[src/rtl/irqr_pkg.sv]
package irqr_pkg;
  typedef struct packed {
    logic primary;
    logic sfn;
    logic smm;
  } irqr_mode_t;
endpackage

[src/rtl/irqr_rot_search.sv]
module irqr_rot_search #(
  parameter int N = 8,
  localparam int W = $clog2(N),
  localparam int PW = W + 1
) (
  input  logic [N-1:0]  vec,
  input  logic [W-1:0]  ofs,
  output logic [PW-1:0] prio,
  output logic [W-1:0]  idx
);
  function automatic logic [N-1:0] rot_right(input logic [N-1:0] v, input logic [W-1:0] o);
    logic [N-1:0] r;
    logic [W-1:0] j;
    for (int i = 0; i < N; i++) begin
      j = W'(i) + o;
      r[i] = v[j];
    end
    return r;
  endfunction

  function automatic logic [PW-1:0] lowest_set(input logic [N-1:0] v);
    logic [PW-1:0] r;
    r = PW'(N);
    for (int i = N - 1; i >= 0; i--) begin
      if (v[i]) r = PW'(i);
    end
    return r;
  endfunction

  logic [N-1:0] rotated;

  always_comb begin
    rotated = rot_right(vec, ofs);
    prio    = lowest_set(rotated);
    idx     = prio[W-1:0] + ofs;
  end
endmodule

[src/rtl/irqr_svc_filter.sv]
module irqr_svc_filter #(
  parameter int N = 8,
  parameter int CASC = 2,
  localparam int W = $clog2(N)
) (
  input  logic [N-1:0]        insvc,
  input  logic [N-1:0]        mask,
  input  logic [W-1:0]        win_idx,
  input  logic                win_any,
  input  irqr_pkg::irqr_mode_t mode,
  output logic [N-1:0]        svc_eff,
  output logic                casc_skip
);
  always_comb begin
    casc_skip = mode.primary && mode.sfn && win_any && (win_idx == W'(CASC));
    svc_eff   = insvc;
    if (casc_skip) svc_eff[CASC] = 1'b0;
    if (mode.smm)  svc_eff = svc_eff & ~mask;
  end
endmodule

[src/rtl/irq_prio_resolver.sv]
module irq_prio_resolver #(
  parameter int N = 8,
  parameter int CASC = 2,
  localparam int W = $clog2(N),
  localparam int PW = W + 1
) (
  input  logic         clk,
  input  logic         rst_n,
  input  logic [N-1:0] req_vec,
  input  logic [N-1:0] mask_vec,
  input  logic [N-1:0] insvc_vec,
  input  logic [W-1:0] rot_ofs,
  input  logic         is_primary,
  input  logic         sfn_mode,
  input  logic         smm_mode,
  output logic         irq_out,
  output logic [W-1:0] win_id
);
  localparam logic [PW-1:0] PRIO_NONE = PW'(N);

  irqr_pkg::irqr_mode_t mode;
  logic [N-1:0]  cand_vec;
  logic [PW-1:0] cand_prio;
  logic [W-1:0]  cand_idx;
  logic          cand_any;
  logic [N-1:0]  svc_eff;
  logic          casc_skip;
  logic [PW-1:0] svc_prio;
  logic [W-1:0]  svc_idx;
  logic          fire;

  always_comb begin
    mode.primary = is_primary;
    mode.sfn     = sfn_mode;
    mode.smm     = smm_mode;
    cand_vec     = req_vec & ~mask_vec;
    cand_any     = (cand_prio != PRIO_NONE);
  end

  irqr_rot_search #(.N(N)) u_cand (
    .vec(cand_vec), .ofs(rot_ofs), .prio(cand_prio), .idx(cand_idx)
  );

  irqr_svc_filter #(.N(N), .CASC(CASC)) u_filt (
    .insvc(insvc_vec), .mask(mask_vec), .win_idx(cand_idx), .win_any(cand_any),
    .mode(mode), .svc_eff(svc_eff), .casc_skip(casc_skip)
  );

  irqr_rot_search #(.N(N)) u_svc (
    .vec(svc_eff), .ofs(rot_ofs), .prio(svc_prio), .idx(svc_idx)
  );

  assign fire = cand_any && (cand_prio < svc_prio);

  always_ff @(posedge clk or negedge rst_n) begin
    if (!rst_n) begin
      irq_out <= 1'b0;
      win_id  <= '0;
    end else begin
      irq_out <= fire;
      win_id  <= fire ? cand_idx : '0;
    end
  end

  // an empty candidate set must be reported as "none" by the search
  a_r2_none_iff_empty: assert property (@(posedge clk) disable iff (!rst_n)
    (cand_prio == PRIO_NONE) == (cand_vec == '0));

  // a raised request needs a candidate in the previous cycle
  a_r2_needs_candidate: assert property (@(posedge clk) disable iff (!rst_n)
    irq_out |-> ($past(cand_vec) != '0));

  // the reported winner was a candidate
  a_r3_winner_is_candidate: assert property (@(posedge clk) disable iff (!rst_n)
    irq_out |-> ((($past(cand_vec) >> win_id) & N'(1)) != '0));

  // the reported winner was not among the counted in-service bits
  a_r4_winner_not_in_service: assert property (@(posedge clk) disable iff (!rst_n)
    irq_out |-> ((($past(svc_eff) >> win_id) & N'(1)) == '0));

  // the cascade bit is only skipped when its flags are set
  a_r5_skip_needs_flags: assert property (@(posedge clk) disable iff (!rst_n)
    casc_skip |-> (is_primary && sfn_mode && cand_idx == W'(CASC)));

  // idle output carries a zero id
  a_r8_idle_id_zero: assert property (@(posedge clk) disable iff (!rst_n)
    !irq_out |-> (win_id == '0));

  // reset holds both outputs at zero
  always_comb begin
    if (!rst_n) a_r1_reset_zero: assert (!irq_out && win_id == '0);
  end
endmodule

[config.mk]
export PLATFORM = sky130hd
export DESIGN_NAME = irq_prio_resolver
export DESIGN_NICKNAME = d
export VERILOG_FILES = /design/src/rtl/irqr_pkg.sv /design/src/rtl/irqr_rot_search.sv /design/src/rtl/irqr_svc_filter.sv /design/src/rtl/irq_prio_resolver.sv
export SDC_FILE = /design/constraint.sdc
export NUM_CORES = 1
export LEC_CHECK = 0
export BUFFER_PORTS_ARGS = -buffer_cell sky130_fd_sc_hd__buf_2
export CORE_UTILIZATION = 30
export CTS_BUF_LIST = sky130_fd_sc_hd__clkbuf_4
export CTS_CLUSTER_SIZE = 25
export DETAILED_ROUTE_END_ITERATION = 8
export HOLD_SLACK_MARGIN = 0.06
export PLACE_DENSITY = 0.48
export RECOVER_POWER = 50
export REMOVE_ABC_BUFFERS = 1
export SLEW_MARGIN = 20
export SYNTH_ARGS = -nofsm -noshare
export SYNTH_HDL_FRONTEND = slang
export SYNTH_HIERARCHICAL = 1
export SYNTH_SLANG_ARGS = --single-unit
[constraint.sdc]
create_clock -name clk -period 0.8 [get_ports clk]
set_clock_uncertainty 0.1 [all_clocks]
set_input_delay 0.16 -clock clk [delete_from_list [all_inputs] [get_ports clk]]
set_output_delay 0.16 -clock clk [all_outputs]
set_load 0.1 [all_outputs]
== After elaboration in Yosys (flattened, before gate mapping) ==
Cells that the tools add are included.

* Add/sub/neg operators: 8
* Multipliers: 0
* Divide/modulo/power cells: 0
* Magnitude comparators: 9
* Eq/ne operators: 2
* Shift operators: 0
* Multiplexer cells: 51
* Bitwise operators: 3
* Reduce and logical (&&, ||, !) cells: 4

{| class="wikitable"
|+ Operator list
! operator !! count
|-
| $mux 4 || 16
|-
| $bmux 1 s3 || 16
|-
| $lt 3x4->1 const B || 8
|-
| $mux 1 || 17
|-
| $and 8x8->8 || 2
|-
| $add 3x3->3 const A || 4
|-
| $mux 8 || 1
|-
| $not 8->8 || 1
|-
| $add 2x3->3 const A || 2
|-
| $logic_and 1x1->1 || 4
|-
| $lt 4x4->1 || 1
|-
| $ne 4x4->1 const B || 1
|-
| $add 1x3->3 const A || 1
|-
| $add 3x3->3 || 1
|-
| $eq 3x2->1 const B || 1
|-
| $mux 3 || 1
|}

* Register bits: 4
* Latch bits: 0
* RAM bits: 0
* Bits in read-only memories: 0
* Output and inout port bits: 4
* Memories: 0

== Depth between registers and ports, before layout ==
Gate-level depths: netlist of run 1.

* Word-level depth: 31
* Mapped depth: 25
* Gate-level depth less buffers: 24

== Modules after synthesis ==
The synthesis of run 1 kept the hierarchy.

{| class="wikitable"
|+ By module, submodules not included
! module !! times used !! cells an instance !! area an instance (um2) !! sequential area each (um2)
|-
| irqr_rot_search at u_svc || 1 || 85 || 760.7 || 0.0
|-
| irqr_rot_search at u_cand || 1 || 72 || 694.4 || 0.0
|-
| irq_prio_resolver || 1 || 28 || 266.5 || 100.1
|-
| irqr_svc_filter || 1 || 11 || 87.6 || 0.0
|}

== Worst setup path after synthesis of run 1 ==
OpenSTA, ideal clock, no wires.

* Kind: input to register
* Start point: input port rot_ofs[1]
* End point: register win_id[0]
* Setup time: 0.088 ns
* Arrival: 5.226 ns
* Required time: 0.612 ns
* Slack: -4.614 ns
* Stages on the path: 24
* Path buffers: 1
* Cell sequence: buf_2 inv_1 ha_1 mux4_2 mux2_2 or2_4 nor2_1 a21oi_1 o22a_1 fa_1 xor2_1 and4bb_1 a31oi_1 mux4_2 mux2_2 nor2_1 inv_1 o32a_1 inv_1 inv_1 ha_1 o211ai_1 a21oi_1 nor3b_1

* Cells in the longest elaborated chain, start to end: 30

{| class="wikitable"
|+ Ends and longest elaborated chain
! item !! line !! RTL
|-
| start: declaration || irq_prio_resolver.sv:12 || <nowiki>input logic [W-1:0] rot_ofs,</nowiki>
|-
| $add 3x3->3 || irqr_rot_search.sv:15 || <nowiki>j = W'(i) + o;</nowiki>
|-
| $bmux 1 s3 || irqr_rot_search.sv:16 || <nowiki>r[i] = v[j];</nowiki>
|-
| $mux 1 (implied by the code) || irqr_rot_search.sv:16 ||
|-
| $mux 4 (8 in a row) || irqr_rot_search.sv:25 || <nowiki>if (v[i]) r = PW'(i);</nowiki>
|-
| $add 3x3->3 (*) || irqr_rot_search.sv:35 || <nowiki>idx = prio[W-1:0] + ofs;</nowiki>
|-
| via cand_idx[2] || irq_prio_resolver.sv:24 || <nowiki>logic [W-1:0] cand_idx;</nowiki>
|-
| $eq 3x2->1 (*) || irqr_svc_filter.sv:15 || <nowiki>casc_skip = mode.primary && mode.sfn && win_any && (win_idx == W'(CASC));</nowiki>
|-
| $logic_and 1x1->1 (*) || irqr_svc_filter.sv:15 ||
|-
| (+3 left out) || - ||
|-
| via svc_eff[2] || irq_prio_resolver.sv:26 || <nowiki>logic [N-1:0] svc_eff;</nowiki>
|-
| $bmux 1 s3 || irqr_rot_search.sv:16 ||
|-
| $mux 1 (implied by the code) || irqr_rot_search.sv:16 ||
|-
| $mux 4 (7 in a row) || irqr_rot_search.sv:25 ||
|-
| $mux 4 (*) || irqr_rot_search.sv:25 ||
|-
| via svc_prio[1] || irq_prio_resolver.sv:28 || <nowiki>logic [PW-1:0] svc_prio;</nowiki>
|-
| $lt 4x4->1 (*) || irq_prio_resolver.sv:53 || <nowiki>assign fire = cand_any && (cand_prio < svc_prio);</nowiki>
|-
| $logic_and 1x1->1 (*) || irq_prio_resolver.sv:53 ||
|-
| $mux 3 (*) || irq_prio_resolver.sv:61 || <nowiki>win_id <= fire ? cand_idx : '0;</nowiki>
|-
| end signal: assignment || irq_prio_resolver.sv:61 ||
|-
| end: declaration || irq_prio_resolver.sv:17 || <nowiki>output logic [W-1:0] win_id</nowiki>
|}

The timed path passes the listed nets; every way through them passes the cells marked *. The select of a mux whose other input is x is not followed.

== Worst setup path after layout of run 1 ==
* Start point: input port rot_ofs[1]
* End point: register win_id[1]

* Cells in the longest elaborated chain, start to end: 30

{| class="wikitable"
|+ Ends and longest elaborated chain
! item !! line !! RTL
|-
| $add 3x3->3 || irqr_rot_search.sv:15 ||
|-
| $bmux 1 s3 || irqr_rot_search.sv:16 ||
|-
| $mux 1 (implied by the code) || irqr_rot_search.sv:16 ||
|-
| $mux 4 (7 in a row) || irqr_rot_search.sv:25 ||
|-
| $mux 4 (*) || irqr_rot_search.sv:25 ||
|-
| via cand_prio[0] || irq_prio_resolver.sv:23 || <nowiki>logic [PW-1:0] cand_prio;</nowiki>
|-
| $add 3x3->3 (*) || irqr_rot_search.sv:35 ||
|-
| via cand_idx[2] || irq_prio_resolver.sv:24 ||
|-
| (+5 left out) || - ||
|-
| via svc_eff[2] || irq_prio_resolver.sv:26 ||
|-
| $bmux 1 s3 || irqr_rot_search.sv:16 ||
|-
| $mux 1 (implied by the code) || irqr_rot_search.sv:16 ||
|-
| $mux 4 (7 in a row) || irqr_rot_search.sv:25 ||
|-
| $mux 4 (*) || irqr_rot_search.sv:25 ||
|-
| via svc_prio[1] || irq_prio_resolver.sv:28 ||
|-
| $lt 4x4->1 (*) || irq_prio_resolver.sv:53 ||
|-
| $logic_and 1x1->1 (*) || irq_prio_resolver.sv:53 ||
|-
| $mux 3 (*) || irq_prio_resolver.sv:61 ||
|}

Marks and branches as above.

==> results.toml, run 1 <==
[run_status]
outcome = "complete, but fails checks"
violations = "negative setup slack"

[setup_path]
critical_path.max_fanout = 4
worstPathArrival_ns = 5.05
critical-path-top-delay-family = "multiplexers"
crit_path_end_kind = "flip-flop"
critPathKind = "input pin to flip-flop"
critical-path-slowest-cell = "mux4_2"
worst_ep_required_time_ns = 0.85
crit_cells = 26
start_kind = "input pin"
critPathBufInv = 6
slowest_delay_ns = 0.53

[power_and_ir_drop]
max-vdd-ir-drop_mv = 1.353
p_leak_nw = 1.344
p_per_area_nw_per_um2 = 1498

[timing]
setup_slack_ns = -4.202
rsz0062_at_grt = "true"
whs_ns = 0.1760
fmax_mhz = 199.9
finalSetupViolations = 8
min_period_ns = 5.002
hold_viol = 0
slew_headroom_pct = 70.17
tightest_slew_ns = 0.4437
post-route-period-util_pct = 625.3
finalMaxSlewViolations = 0

[global_route]
grt_pass1_wl_um = 8342
grt_pass1_vias = 1808
grt_use_total_pct = 17.18
antenna_found_initial = 0
grt-ovfl-total = 0
grt_max_degree = 22

[floorplanning]
die_x_um = 77.15
die_area_sq_um = 5951
coreArea_sq_um = 5270
initial_utilization_pct = 32.15
ioPinCount = 36
rows = 26
die_h_um = 77.15

[route]
routed_wl_um = 5428
first_iter_violations = 60
drtAntennaViolNets = 0
drt_pass1_iterations = 4
vias_per_cell = 5.119
vias = 1894
routedWlPerCell_um = 14.67
drc = 0

[synth]
synthesis.area_sq_um = 1694
postSynthAreaPerCell_sq_um = 9.258
netlist_instances = 183
ys_warn_count = 6

[finish]
area_growth_pct = 73.12
nFillCells = 495
layout.nets = 343
layoutNonFillerInstCount = 370
n_antenna_cell = 0
drive_above_1_share_pct = 66.00

[placement]
post-dp-hpwl_um = 3971
gp_congestion = 0.8013
port_buffers = 35
place_inst = 345

[cts]
clock-root-buffer = "clkbuf_4"
cts_tree = "built"
clk_pin_slew_ns = 0.04
clock_sinks = 4
numCtsBuffers = 3
clk_path_buf_depth = 2
htree_levels = 1

[min_path]
hold_path_class = "input pin to asynchronous set/reset pin"

[flow_run]
drv_cap = 0
## cells in the final DEF (no fill, tap or decap), drive strengths merged, types with 2 or more instances in the layout
master and instances:
buf 121, nor2 16, mux2i 14, mux2 14
mux4 12, inv 12, nor2b 11, a21boi 10
ha 8, nand2 8, nand3 7, xor2 6
a211oi 6, nor3 5, dfrtp 4, clkbuf 4
nor3b 4, a31oi 4, or2 3, a221oi 3
a21oi 3, o22ai 3, xnor2 2
## cell type report
| cell class | count | area [sq um] | area share [%] |
|---|---|---|---|
| repair buffers | 123 | 965.9 | 32.94 |
| flip-flops and latches | 4 | 100.1 | 3.413 |
| inverters | 12 | 47.55 | 1.621 |
| clock buffers | 3 | 22.52 | 0.7679 |
| well taps | 70 | 87.58 | 2.986 |
| multi-input cells | 158 | 1709 | 58.28 |
## metal layers
layer  wire length [um]  track usage, %
met1               2427           22.50
met2               2796           31.15
met3                134          0.8333
met4                 70           3.019
met5                  0               0
## report_power, final
group / total (W) / internal (W) / switching [W]
logic: 0.00378 / 0.00187 / 0.00191
registers: 0.000368 / 0.000295 / 0.0000731
clock network: 0.000249 / 0.000168 / 0.0000809
total: 0.00439 / 0.00233 / 0.00206
## registers in the layout (all words and copies together) (netlist names)
register  flops
win_id        3
irq_out       1
## what timing repair did
item                       CTS  global route
setup endpoints to repair    8             8
pin swaps                   19            22
buffers inserted            15             6
hold endpoints to repair     4             0
resized for setup           52            23
hold buffers                 1             0
## worst max path at each step
stage | startpoint | end | slack [ns]
global route | rot_ofs[1] | irq_out$_DFF_PN0_ | -4.47
floorplan | rot_ofs[1] | win_id[0]$_DFF_PN0_ | -4.19
CTS | rot_ofs[1] | win_id[1]$_DFF_PN0_ | -4.00
finish | rot_ofs[1] | win_id[1]$_DFF_PN0_ | -4.20
detailed placement | rot_ofs[1] | win_id[2]$_DFF_PN0_ | -4.64
global placement | rot_ofs[1] | win_id[2]$_DFF_PN0_ | -4.59
## metrics by stage
stage / area [sq um] / TNS [ns] / total power, W / util, % / setup slack [ns]
global route: 2933 / -18.93 / 0.004680 / 55.65 / -4.465
CTS: 2785 / -16.94 / 0.004143 / 52.85 / -4.002
finish: 2933 / -17.70 / 0.004394 / 55.65 / -4.202
floorplan: 1639 / -18.11 / 0.002198 / - / -4.189
global placement: 2470 / -18.33 / 0.003524 / 46.87 / -4.590
detailed placement: 2470 / -18.55 / 0.003536 / 46.87 / -4.642
(Power assumes the default switching activity.)
==> run 2, diff against run 1 <==
- CTS_BUF_LIST: sky130_fd_sc_hd__clkbuf_4 -> sky130_fd_sc_hd__clkbuf_8
==> results.toml, run 2 (synthesis results as in run 1) <==
[run_status]
outcome = "complete, but fails checks"
violations = "negative setup slack"

[power_and_ir_drop]
power.internal_w = 0.002459
power_frac_seq_pct = 8.1
sw_frac_of_total_pct = 45.60
p_switching_w = 0.002061
p_leak_nw = 1.328
combPwrFrac_pct = 82.7
p_per_area_nw_per_um2 = 1553
clock_power_share_pct = 9.2
max-vdd-ir-drop_mv = 1.369

[global_route]
antenna_found_initial = 0
grt_pass1_vias = 1787
grt_max_degree = 22
grt_pass1_wl_um = 8176
grt_use_total_pct = 16.79
grt-ovfl-total = 0

[timing]
fmax_mhz = 200.3
setup_slack_ns = -4.192
rsz0062_at_grt = "true"
min_period_ns = 4.992
slew_headroom_pct = 71.59
hold_viol = 0
finalSetupViolations = 8
post-route-period-util_pct = 624.1
tightest_slew_ns = 0.4224
finalMaxSlewViolations = 0

[finish]
final_cell_mix = "buf_4 (77), buf_2 (26), mux2i_1 (13)"
reg.largest.list = "win_id x3, irq_out x1"
fin_area_sq_um = 2910
final_common_cell = "buf_4"
largest_register_ffs = 3
drive_above_1_share_pct = 65.54
regMostFlops = "win_id"
utilization_pct = 55.22
nFillCells = 492
area_growth_pct = 71.79
n_antenna_cell = 0
layout.nets = 339

[route]
vias_per_cell = 5.057
first_iter_violations = 49
drt_pass1_iterations = 4
vias = 1851
drtAntennaViolNets = 0
routedWlPerCell_um = 14.23
routed_wl_um = 5210
drc = 0

[placement]
place_area_sq_um = 2470
port_buffers = 35
post-dp-hpwl_um = 3971
dp_slack_ns = -4.642
gp_congestion = 0.8013

[setup_path]
crit_path_end_kind = "flip-flop"
worst_ep_required_time_ns = 0.82
slowest_delay_ns = 0.54
worstPathArrival_ns = 5.02
critical-path-slowest-cell = "mux4_2"
critical-path-top-delay-family = "multiplexers"
critPathKind = "input pin to flip-flop"
critical_path.max_fanout = 4
critPathBufInv = 6
start_kind = "input pin"

[cts]
cts_tree = "built"
numCtsBuffers = 3
clock_sinks = 4
htree_levels = 1
clk_pin_slew_ns = 0.03
clock-root-buffer = "clkbuf_8"
clk_path_buf_depth = 2

[min_path]
hold_path_class = "input pin to asynchronous set/reset pin"

[flow_run]
drv_cap = 0

[floorplanning]
rows = 26
die_area_sq_um = 5951
die_x_um = 77.15
coreArea_sq_um = 5270
ioPinCount = 36
die_h_um = 77.15
initial_utilization_pct = 32.15
==> run 2: worst paths after layout <==
check | from | end | cells after the start
worst max-delay path | rot_ofs[1] | win_id[1]$_DFF_PN0_ | 25
worst min-delay path | rst_n | win_id[0]$_DFF_PN0_ | 2
max in group asynchronous | rst_n | win_id[1]$_DFF_PN0_ | 2
min in group clk | rot_ofs[1] | win_id[1]$_DFF_PN0_ | 7
==> run 2: repair_timing <==
item | CTS | global route
gates cloned | 0 | 0
setup buffers | 13 | 5
setup endpoints to repair | 8 | 8
hold buffers | 1 | 0
hold endpoints to repair | 4 | 0
pin swaps | 19 | 15
resized for setup | 53 | 19
==> run 2: routing by layer <==
layer | part of all wire (%) | wire length, um | GRT usage, % | up-vias
li1 | - | - | - | 930
met1 | 46 | 2374 | 22.52 | 875
met2 | 51 | 2659 | 30.09 | 42
met3 | 2.4 | 125 | 1.190 | 4
met4 | 0.96 | 50 | 1.698 | 0
met5 | 0 | 0 | 0 | -
==> run 2: power by group through the flow <==
| stage | logic, W | registers, W | clock network [W] |
|---|---|---|---|
| after floorplan | 0.00123 | 0.000971 | 0 |
| after global placement | 0.00316 | 0.000366 | 0 |
| after detailed placement | 0.00316 | 0.000373 | 0 |
| after CTS | 0.00351 | 0.000371 | 0.000430 |
| after global routing | 0.00399 | 0.000379 | 0.000444 |
| final | 0.00374 | 0.000368 | 0.000416 |
==> run 2: area by class of cell <==
| cell class | instances | area, sq um | area share (%) |
|---|---|---|---|
| repair buffers | 119 | 927.1 | 31.86 |
| multi-input cells | 158 | 1709 | 58.73 |
| flip-flops and latches | 4 | 100.1 | 3.439 |
| inverters | 12 | 45.04 | 1.548 |
| clock buffers | 3 | 41.29 | 1.419 |
| well taps | 70 | 87.58 | 3.009 |
==> run 2: per-stage QoR <==
step                      std cells  power (W)  setup TNS, ns  hold slack, ns
after floorplan                 174   0.002198         -18.11         -0.2356
after global placement          345   0.003524         -18.33         -0.1349
after detailed placement        345   0.003536         -18.55         -0.1349
after CTS                       362   0.004307         -16.93          0.1750
after global routing            366   0.004816         -18.55          0.2104
final                           366   0.004520         -17.54          0.1975
